==> config.mk <==
export PLATFORM = sky130hd
export DESIGN_NAME = flash_bufprog_seq
export DESIGN_NICKNAME = d
export VERILOG_FILES = /design/src/rtl/flash_seq_pkg.sv /design/src/rtl/flash_cmd_addr.sv /design/src/rtl/flash_req_check.sv /design/src/rtl/flash_byte_lane.sv /design/src/rtl/flash_bufprog_seq.sv
export SDC_FILE = /design/constraint.sdc
export NUM_CORES = 1
export LEC_CHECK = 0
export BUFFER_PORTS_ARGS = -buffer_cell sky130_fd_sc_hd__buf_2
export CAP_MARGIN = 0
export CORE_ASPECT_RATIO = 0.5
export CORE_MARGIN = 8
export CORE_UTILIZATION = 55
export CTS_CLUSTER_DIAMETER = 200
export DETAILED_ROUTE_END_ITERATION = 12
export GPL_TIMING_DRIVEN = 0
export PLACE_DENSITY = 0.88
export SKIP_CTS_REPAIR_TIMING = 1
export SKIP_LAST_GASP = 1
export SLEW_MARGIN = 25
export SYNTH_ARGS = -nofsm -noshare
export SYNTH_HDL_FRONTEND = slang
export SYNTH_SLANG_ARGS = --single-unit
export TNS_END_PERCENT = 50
==> constraint.sdc <==
create_clock -name clk -period 3.7 [get_ports clk]
set_input_delay 0.74 -clock clk [delete_from_list [all_inputs] [get_ports clk]]
set_output_delay 0.74 -clock clk [all_outputs]
set_load 0.01 [all_outputs]
==> src/rtl/flash_seq_pkg.sv <==
package flash_seq_pkg;

   typedef enum logic [2:0] {
      ST_IDLE,
      ST_UNLOCK,
      ST_COUNT,
      ST_LOAD,
      ST_COMMIT,
      ST_FIN
   } seq_state_t;

   localparam logic [7:0] OPC_BUF_LOAD   = 8'h25;
   localparam logic [7:0] OPC_BUF_COMMIT = 8'h29;

   // command data lives on the low byte only; upper byte forced to zero
   function automatic logic [15:0] cmd_word(input logic [7:0] op);
      return {8'h00, op};
   endfunction

endpackage

==> src/rtl/flash_cmd_addr.sv <==
module flash_cmd_addr #(
   parameter int ADDR_W = 23,
   parameter int LOW_W  = 12
) (
   input  logic [ADDR_W-LOW_W-1:0] sector,
   output logic [ADDR_W-1:0]       unlock_addr,
   output logic [ADDR_W-1:0]       base_addr
);
   logic [LOW_W-1:0] pattern;

   // alternating pattern, ones on even bit positions (0x555 for 12 bits)
   for (genvar b = 0; b < LOW_W; b++) begin : g_pat
      if (b % 2 == 0) begin : g_one
         assign pattern[b] = 1'b1;
      end else begin : g_zero
         assign pattern[b] = 1'b0;
      end
   end

   assign unlock_addr = {sector, pattern};
   assign base_addr   = {sector, {LOW_W{1'b0}}};

endmodule

==> src/rtl/flash_req_check.sv <==
module flash_req_check #(
   parameter int ADDR_W = 23,
   parameter int LOW_W  = 12,
   parameter int PAGE_W = 8
) (
   input  logic [ADDR_W-LOW_W-1:0] sector,
   input  logic [ADDR_W-1:0]       start,
   input  logic [PAGE_W:0]         words,
   output logic                    ok
);
   localparam int PAGE_WORDS = 1 << PAGE_W;

   logic [PAGE_W+1:0] span_end;
   logic              cnt_ok, sect_ok, page_ok;

   assign span_end = {2'b00, start[PAGE_W-1:0]} + {1'b0, words};
   assign cnt_ok   = (words != '0) && ({1'b0, words} <= (PAGE_W+2)'(PAGE_WORDS));
   assign sect_ok  = (start[ADDR_W-1:LOW_W] == sector);
   assign page_ok  = (span_end <= (PAGE_W+2)'(PAGE_WORDS));
   assign ok       = cnt_ok && sect_ok && page_ok;

endmodule

==> src/rtl/flash_byte_lane.sv <==
module flash_byte_lane #(
   parameter int ADDR_W = 23
) (
   input  logic [ADDR_W-1:0] word_addr,
   output logic [ADDR_W:0]   byte_addr
);
   assign byte_addr = {word_addr, 1'b0};
endmodule

==> src/rtl/flash_bufprog_seq.sv <==
module flash_bufprog_seq
   import flash_seq_pkg::*;
#(
   parameter int ADDR_W = 23,
   parameter int CMD_LSB = 12,
   parameter int PAGE_W = 8,
   parameter int DATA_W = 16
) (
   input  logic                      clk,
   input  logic                      rst_n,
   input  logic                      req_valid,
   output logic                      req_ready,
   input  logic [ADDR_W-CMD_LSB-1:0] req_sector,
   input  logic [ADDR_W-1:0]         req_start,
   input  logic [PAGE_W:0]           req_words,
   input  logic                      wd_valid,
   output logic                      wd_ready,
   input  logic [DATA_W-1:0]         wd_data,
   output logic                      bus_we,
   output logic [ADDR_W-1:0]         bus_addr,
   output logic [ADDR_W:0]           bus_byte_addr,
   output logic [DATA_W-1:0]         bus_data,
   input  logic                      bus_ack,
   output logic                      busy,
   output logic                      done,
   output logic                      err
);
   localparam int SECT_W = ADDR_W - CMD_LSB;
   localparam int CNT_W  = PAGE_W + 1;

   if (CMD_LSB <= PAGE_W || SECT_W < 1) begin : g_bad_geom
      $error("flash_bufprog_seq: command field must exceed page and leave sector bits");
   end
   if (DATA_W != 16) begin : g_bad_data
      $error("flash_bufprog_seq: data width must be 16");
   end

   seq_state_t        state_q;
   logic [ADDR_W-1:0] addr_q;
   logic [DATA_W-1:0] data_q;
   logic              we_q, err_q;
   logic [SECT_W-1:0] sector_q;
   logic [ADDR_W-1:0] start_q;
   logic [CNT_W-1:0]  words_q, idx_q;

   logic [SECT_W-1:0] sector_sel;
   logic [ADDR_W-1:0] unlock_addr, base_addr;
   logic              req_ok;
   logic [CNT_W-1:0]  last_idx;

   assign sector_sel = (state_q == ST_IDLE) ? req_sector : sector_q;
   assign last_idx   = words_q - CNT_W'(1);

   flash_cmd_addr #(.ADDR_W(ADDR_W), .LOW_W(CMD_LSB)) u_cmd_addr (
      .sector      (sector_sel),
      .unlock_addr (unlock_addr),
      .base_addr   (base_addr)
   );

   flash_req_check #(.ADDR_W(ADDR_W), .LOW_W(CMD_LSB), .PAGE_W(PAGE_W)) u_req_check (
      .sector (req_sector),
      .start  (req_start),
      .words  (req_words),
      .ok     (req_ok)
   );

   flash_byte_lane #(.ADDR_W(ADDR_W)) u_byte_lane (
      .word_addr (addr_q),
      .byte_addr (bus_byte_addr)
   );

   always_ff @(posedge clk or negedge rst_n) begin
      if (!rst_n) begin
         state_q  <= ST_IDLE;
         addr_q   <= '0;
         data_q   <= '0;
         we_q     <= 1'b0;
         err_q    <= 1'b0;
         sector_q <= '0;
         start_q  <= '0;
         words_q  <= '0;
         idx_q    <= '0;
      end else begin
         err_q <= 1'b0;
         unique case (state_q)
            ST_IDLE: begin
               if (req_valid) begin
                  if (req_ok) begin
                     state_q  <= ST_UNLOCK;
                     sector_q <= req_sector;
                     start_q  <= req_start;
                     words_q  <= req_words;
                     addr_q   <= unlock_addr;
                     data_q   <= cmd_word(OPC_BUF_LOAD);
                     we_q     <= 1'b1;
                  end else begin
                     err_q <= 1'b1;
                  end
               end
            end
            ST_UNLOCK: begin
               if (bus_ack) begin
                  state_q <= ST_COUNT;
                  addr_q  <= base_addr;
                  data_q  <= DATA_W'(last_idx);
               end
            end
            ST_COUNT: begin
               if (bus_ack) begin
                  state_q <= ST_LOAD;
                  we_q    <= 1'b0;
                  idx_q   <= '0;
               end
            end
            ST_LOAD: begin
               if (!we_q) begin
                  if (wd_valid) begin
                     we_q   <= 1'b1;
                     addr_q <= start_q + ADDR_W'(idx_q);
                     data_q <= wd_data;
                  end
               end else if (bus_ack) begin
                  if (idx_q == last_idx) begin
                     state_q <= ST_COMMIT;
                     addr_q  <= base_addr;
                     data_q  <= cmd_word(OPC_BUF_COMMIT);
                  end else begin
                     we_q  <= 1'b0;
                     idx_q <= idx_q + CNT_W'(1);
                  end
               end
            end
            ST_COMMIT: begin
               if (bus_ack) begin
                  state_q <= ST_FIN;
                  we_q    <= 1'b0;
               end
            end
            ST_FIN: state_q <= ST_IDLE;
            default: state_q <= ST_IDLE;
         endcase
      end
   end

   assign req_ready = (state_q == ST_IDLE);
   assign wd_ready  = (state_q == ST_LOAD) && !we_q;
   assign bus_we    = we_q;
   assign bus_addr  = addr_q;
   assign bus_data  = data_q;
   assign busy      = (state_q != ST_IDLE);
   assign done      = (state_q == ST_FIN);
   assign err       = err_q;

endmodule

### Word-level counts from Yosys, hierarchy flattened

Index checks and enable logic that the tools add are counted.

| word-level totals | value |
|---|---|
| register bits after elaboration | 96 |
| output and inout port bits | 69 |

| operators by class | value |
|---|---|
| add/subtract/negate cells | 4 |
| order comparisons | 2 |
| eq/ne operators | 20 |
| mux-type cells | 42 |
| reductions and logical operators | 17 |

Operator list:

| cell | number |
|---|---|
| two-way mux 23 bit | 7 |
| two-way mux 16 bit | 7 |
| one-hot mux 23 bit (3 select lines) | 1 |
| one-hot mux 16 bit (3 select lines) | 1 |
| two-way mux 9 bit | 4 |
| two-way mux 3 bit | 8 |
| adder 23 x 9 -> 23 bit | 1 |
| one-hot mux 9 bit (2 select lines) | 1 |
| != test 2 bit (second input constant) | 8 |
| one-hot mux 3 bit (5 select lines) | 1 |
| equality test 11 bit | 1 |
| two-way mux 11 bit | 1 |
| adder 8 x 9 -> 10 bit | 1 |
| <= comparator 10 x 9 -> 1 bit (second input constant) | 1 |
| two-way mux 1 bit | 10 |
| adder 9 x 1 -> 9 bit (second input constant) | 1 |
| equality test 9 bit | 1 |
| <= comparator 9 bit (second input constant) | 1 |
| != test 3 bit (second input constant) | 3 |
| nonzero test 3 bit | 3 |
| nonzero test 9 bit | 1 |
| subtractor 9 x 1 -> 9 bit (second input constant) | 1 |
| AND reduction 8 bit | 1 |
| AND reduction 7 bit | 1 |
| other kinds (13) | 19 |

### Logic depth before layout (Yosys ltp)

| logic depth | value |
|---|---|
| depth in word-level cells | 7 |
| depth in mapped cells | 12 |

### Cells and area by module

Synthesis repeated with hierarchy kept, for this count alone.

| unflattened totals | value |
|---|---|
| cells, all modules | 724 |
| area, all modules | 6593.8 µm² |

Modules (own cells, without submodules):

| module | instances | cells each | area each (µm²) | seq. area each (µm²) |
|---|---|---|---|---|
| flash_bufprog_seq | 1 | 579 | 5479.0 | 2402.3 |
| flash_req_check | 1 | 72 | 578.1 | 0.0 |
| flash_cmd_addr | 1 | 48 | 352.8 | 0.0 |
| flash_byte_lane | 1 | 25 | 183.9 | 0.0 |

### Worst setup path before layout

No wires, ideal clock.

| timing path | value |
|---|---|
| kind | input to register |
| start | in req_start[0] |
| end | reg addr_q[19], in the netlist bus_addr[19] |
| library setup time | 0.125 ns |
| data arrival time | 3.310 ns |
| data required time | 3.575 ns |
| setup slack | 0.265 ns |
| cell stages on the path | 12 |
| buffers on the path | 2 |
| cell sequence | ha_1 -> fa_1 -> xor2_1 -> a2111o_1 -> a311oi_1 -> o2111ai_1 -> a31o_1 -> a211o_1 -> buf_2 -> nand2_4 -> buf_6 -> mux2_4 |

| between the ends | value |
|---|---|
| cells in the longest elaborated chain, start to end | 5 |

Ends and longest elaborated chain:

| element | line | source |
|---|---|---|
| start, declared | flash_bufprog_seq.sv:14 | `input logic [ADDR_W-1:0] req_start,` |
| adder 8 x 9 -> 10 bit | flash_req_check.sv:16 | `assign span_end = {2'b00, start[PAGE_W-1:0]} + {1'b0, words};` |
| <= comparator 10 x 9 -> 1 bit | flash_req_check.sv:19 | `assign page_ok = (span_end <= (PAGE_W+2)'(PAGE_WORDS));` |
| logical AND 1 bit | flash_req_check.sv:20 | `assign ok = cnt_ok && sect_ok && page_ok;` |
| != test 2 x 1 -> 1 bit (no source line) | - |  |
| AND reduction 7 bit (no source line) | - |  |
| end signal, assigned | flash_bufprog_seq.sv:93 | `addr_q <= unlock_addr;` |
| end signal, assigned | flash_bufprog_seq.sv:104 | `addr_q <= base_addr;` |
| end signal, assigned | flash_bufprog_seq.sv:119 | `addr_q <= start_q + ADDR_W'(idx_q);` |
| end, declared | flash_bufprog_seq.sv:39 | `logic [ADDR_W-1:0] addr_q;` |

Every way passes these cells.
A chain may end at the register's enable or synchronous reset.

### Final worst setup path

| timing path | value |
|---|---|
| start | in req_start[0] |
| end | reg start_q[11] |

| between the ends | value |
|---|---|
| cells in the longest elaborated chain, start to end | 4 |

Ends and longest elaborated chain:

| element | line | source |
|---|---|---|
| adder 8 x 9 -> 10 bit | flash_req_check.sv:16 |  |
| <= comparator 10 x 9 -> 1 bit | flash_req_check.sv:19 |  |
| logical AND 1 bit | flash_req_check.sv:20 |  |
| AND reduction 3 bit (no source line) | - |  |
| end signal, assigned | flash_bufprog_seq.sv:91 | `start_q <= req_start;` |
| end, declared | flash_bufprog_seq.sv:43 | `logic [ADDR_W-1:0] start_q;` |

Every way passes these cells.

==> metrics.txt <==
status=completed; slew margin rel.=29.43%; Final GP Congestion=0.9114; leakage power=0.003487 uW; synthesized area per cell=approximately 10 um2; mux cell area share after synthesis=a little over a tenth; r2r setup slk=about 0.24 ns; Worst-path clk slew=0.06 ns; HPWL after DPL=12250 um; CP Max Fanout=10; Final Util=between 60% and 70%; EDFF count, synth=0; Nets=796; sequential power share=just under 40%; Compound-Gate Fraction of Synth Area=roughly 14%; mapped cell area=approximately 6000 um2; worst setup path endpoint=start_q[11]$_DFFE_PN0P_; crit path DAT=between 3 and 4 ns; PwrDens=517.4 nW/um2; Setup crit start kind=input port; commonest cells after routing, fill and taps aside=136 x buf_2, 96 x dfrtp_1, 50 x mux2_2; Bufs on Longest Clock Path=2; clk_lat worst skew=between 0.3 and 0.4 ns; Antenna Nets Post-Route=0; all-layer global routing usage=about 22%; area leader, netlist=dfrtp_1; Cells after Synth=around 570; Vias=roughly 5000; IO buf count=between 100 and 150; Comb pwr share=around 36%; clk root buf=clkbuf_16; R2R Path End=state_q[0]$_DFFE_PN0P_; I/O pin count=133; YS warnings=0; final setup fails=0; post-synthesis to final-layout area growth=19.28%; syn nets=654; final wirelength=about 16000 um; # H-tree levels=3; Final Hold Fails=0; critical path class=in2reg; Slew Limit Fails=0; routed len/inst=about 19 um; total grt overflow=0; die height=89.24 um; post-synthesis cell type count=69; Via density=roughly 5.8; post-route cell area=7037 um2; top cell type's share of synthesized area=between 40 and 50%; maxcap violations=0; largest net degree at the start of global routing=64; Sink Count=96; main combinational cell family by area after synthesis=simple AND/OR/NAND/NOR gates; Die W=around 160 um; DRC errors left=0; DRT Pass-1 Iters=5; CP startpoint=req_start[0]; synthesized flop and latch total=between 90 and 100; Worst Skew=~0.0072 ns; worst slew pin tran=about 1.1 ns; Post-synth top flop=dfrtp_1; setup repair after global routing missed its margin=yes; period utilisation layout=96.15%; most common cell after layout, fill and taps aside=buf_2; die area=14500 um2; Max Freq=about 280 MHz; share of cells above drive strength 1=approximately 34%; DR iter-0 viols=approximately 320; CTS tree=built; Post-synth ARST share=100.0%; switching fraction of total power=approximately 34%; Clk network pwr share=between 20% and 30%; Post-DP Area=6760 um2; Hold Path Class=in2async; Setup crit end kind=register; first-pass GRT wire length=~26000 um; TNS Setup=0 ns; Post-Synth Adder-Cell Area=roughly 4.7%; CORE AREA=around 10000 um2; initial antenna violation count=0; Final min period=3.557 ns; sequential element share of the synthesized area=40.72%; Synth area leaders=dfrtp_1 41%, mux2_2 9.5%, ha_1 4.0%; Ant. Diodes=0; vias in the first global route=approximately 5000; Required @ worst endpoint=around 4 ns; FP Rows=26; Pwr Total=around 3600 uW; switching power=roughly 1200 uW; Max rail drop VDD=0.2093 mV; Initial Util=between 50% and 60%; CTS Buf Count=9; Register-to-Register Path Depth=10; Synth Area in XOR/XNOR=8.568%; Synth Area in Simple Gates=between 10% and 20%; worst r2r src=words_q[0]$_DFFE_PN0P_; Int Pwr=2401 uW
-- power by group through the flow --
stage                     logic (uW)  registers, uW  clock network (uW)
after CTS                       1330           1430                 887
final                           1330           1440                 878
after global placement          1290           1440                   0
after detailed placement        1330           1450                   0
after floorplan                  726           1510                   0
after global routing            1440           1470                 931
-- cells in the mapped netlist, types with 4 or more instances --
library cell,n
xnor2_1,27
or3_1,5
nor4_1,4
buf_4,24
nand2_1,39
nor2b_1,9
a22oi_1,8
buf_2,8
nand4_1,7
a31oi_1,5
nor3b_1,4
a22o_1,11
clkbuf_1,13
o2bb2ai_1,7
and2_1,5
nand3_1,14
o21ai_0,14
inv_1,20
nor3_1,14
mux2_4,4
nand2b_1,4
o22a_1,7
dfrtp_1,96
a21oi_1,28
and3_1,10
mux2_2,50
nor2_1,29
xor2_1,20
ha_1,19
-- worst max-delay path, cell delays in order --
cell,delay [ns]
buf_2,0.11
ha_1,0.23
fa_1,0.43
a211o_1,0.33
a211oi_1,0.31
o21bai_1,0.10
a21oi_1,0.18
xnor2_1,0.17
a211o_1,0.16
buf_2,0.28
buf_2,0.36
mux2_2,0.38
-- registers in the layout (all words and copies together), names as in the netlist --
signal / count
bus_addr: 23
bus_data: 16
bus_we: 1
err: 1
idx_q: 9
sector_q: 11
start_q: 23
state_q: 3
words_q: 9
-- worst min-delay path by stage --
stage                                   end  slack, ns  cells after the start
floorplan           bus_addr[0]$_DFFE_PN0P_       0.44                      0
global placement    bus_data[8]$_DFFE_PN0P_       0.47                      1
detailed placement  bus_data[4]$_DFFE_PN0P_       0.47                      1
CTS                  words_q[7]$_DFFE_PN0P_       0.29                      1
global route         words_q[8]$_DFFE_PN0P_       0.30                      1
finish               words_q[8]$_DFFE_PN0P_       0.28                      1
-- through the flow --
step / std cells / setup WS [ns] / hold WS [ns]
finish: 855 / 0.1426 / 0.2832
global route: 855 / -0.01639 / 0.2976
CTS: 855 / 0.1336 / 0.2852
detailed placement: 840 / -0.2027 / 0.4687
global placement: 839 / -0.1231 / 0.4698
floorplan: 569 / 0.2649 / 0.4444
-- area by class of cell --
| cell class | count | area (um2) |
|---|---|---|
| tap | 140 | 175.2 |
| clock inverter | 3 | 17.52 |
| sequential | 96 | 2402 |
| clock buffer | 12 | 256.5 |
| inverter | 20 | 75.07 |
| buffer | 47 | 294.0 |
| multi-input combinational | 406 | 3132 |
| fill | 794 | 3276 |
| timing repair buffer | 131 | 684.4 |
-- per-layer routing --
metal  routed length [um]  track usage, %  vias up  share of wire, %
li1                     -               -     2314                 -
met1                 6747           27.29     2444                42
met2                 7910           38.92      189                49
met3                 1154           5.101       31               7.2
met4                  318           7.089        0               2.0
met5                    0               0        -                 0
-- kinds of logic after synthesis --
group,count (synthesis)
buf+inv,67
compound gates,118
simple gates,159
mux,56
xor+xnor,51
flops,96
fa+ha+maj,21
other cells,1
(Power assumes the default switching activity.)
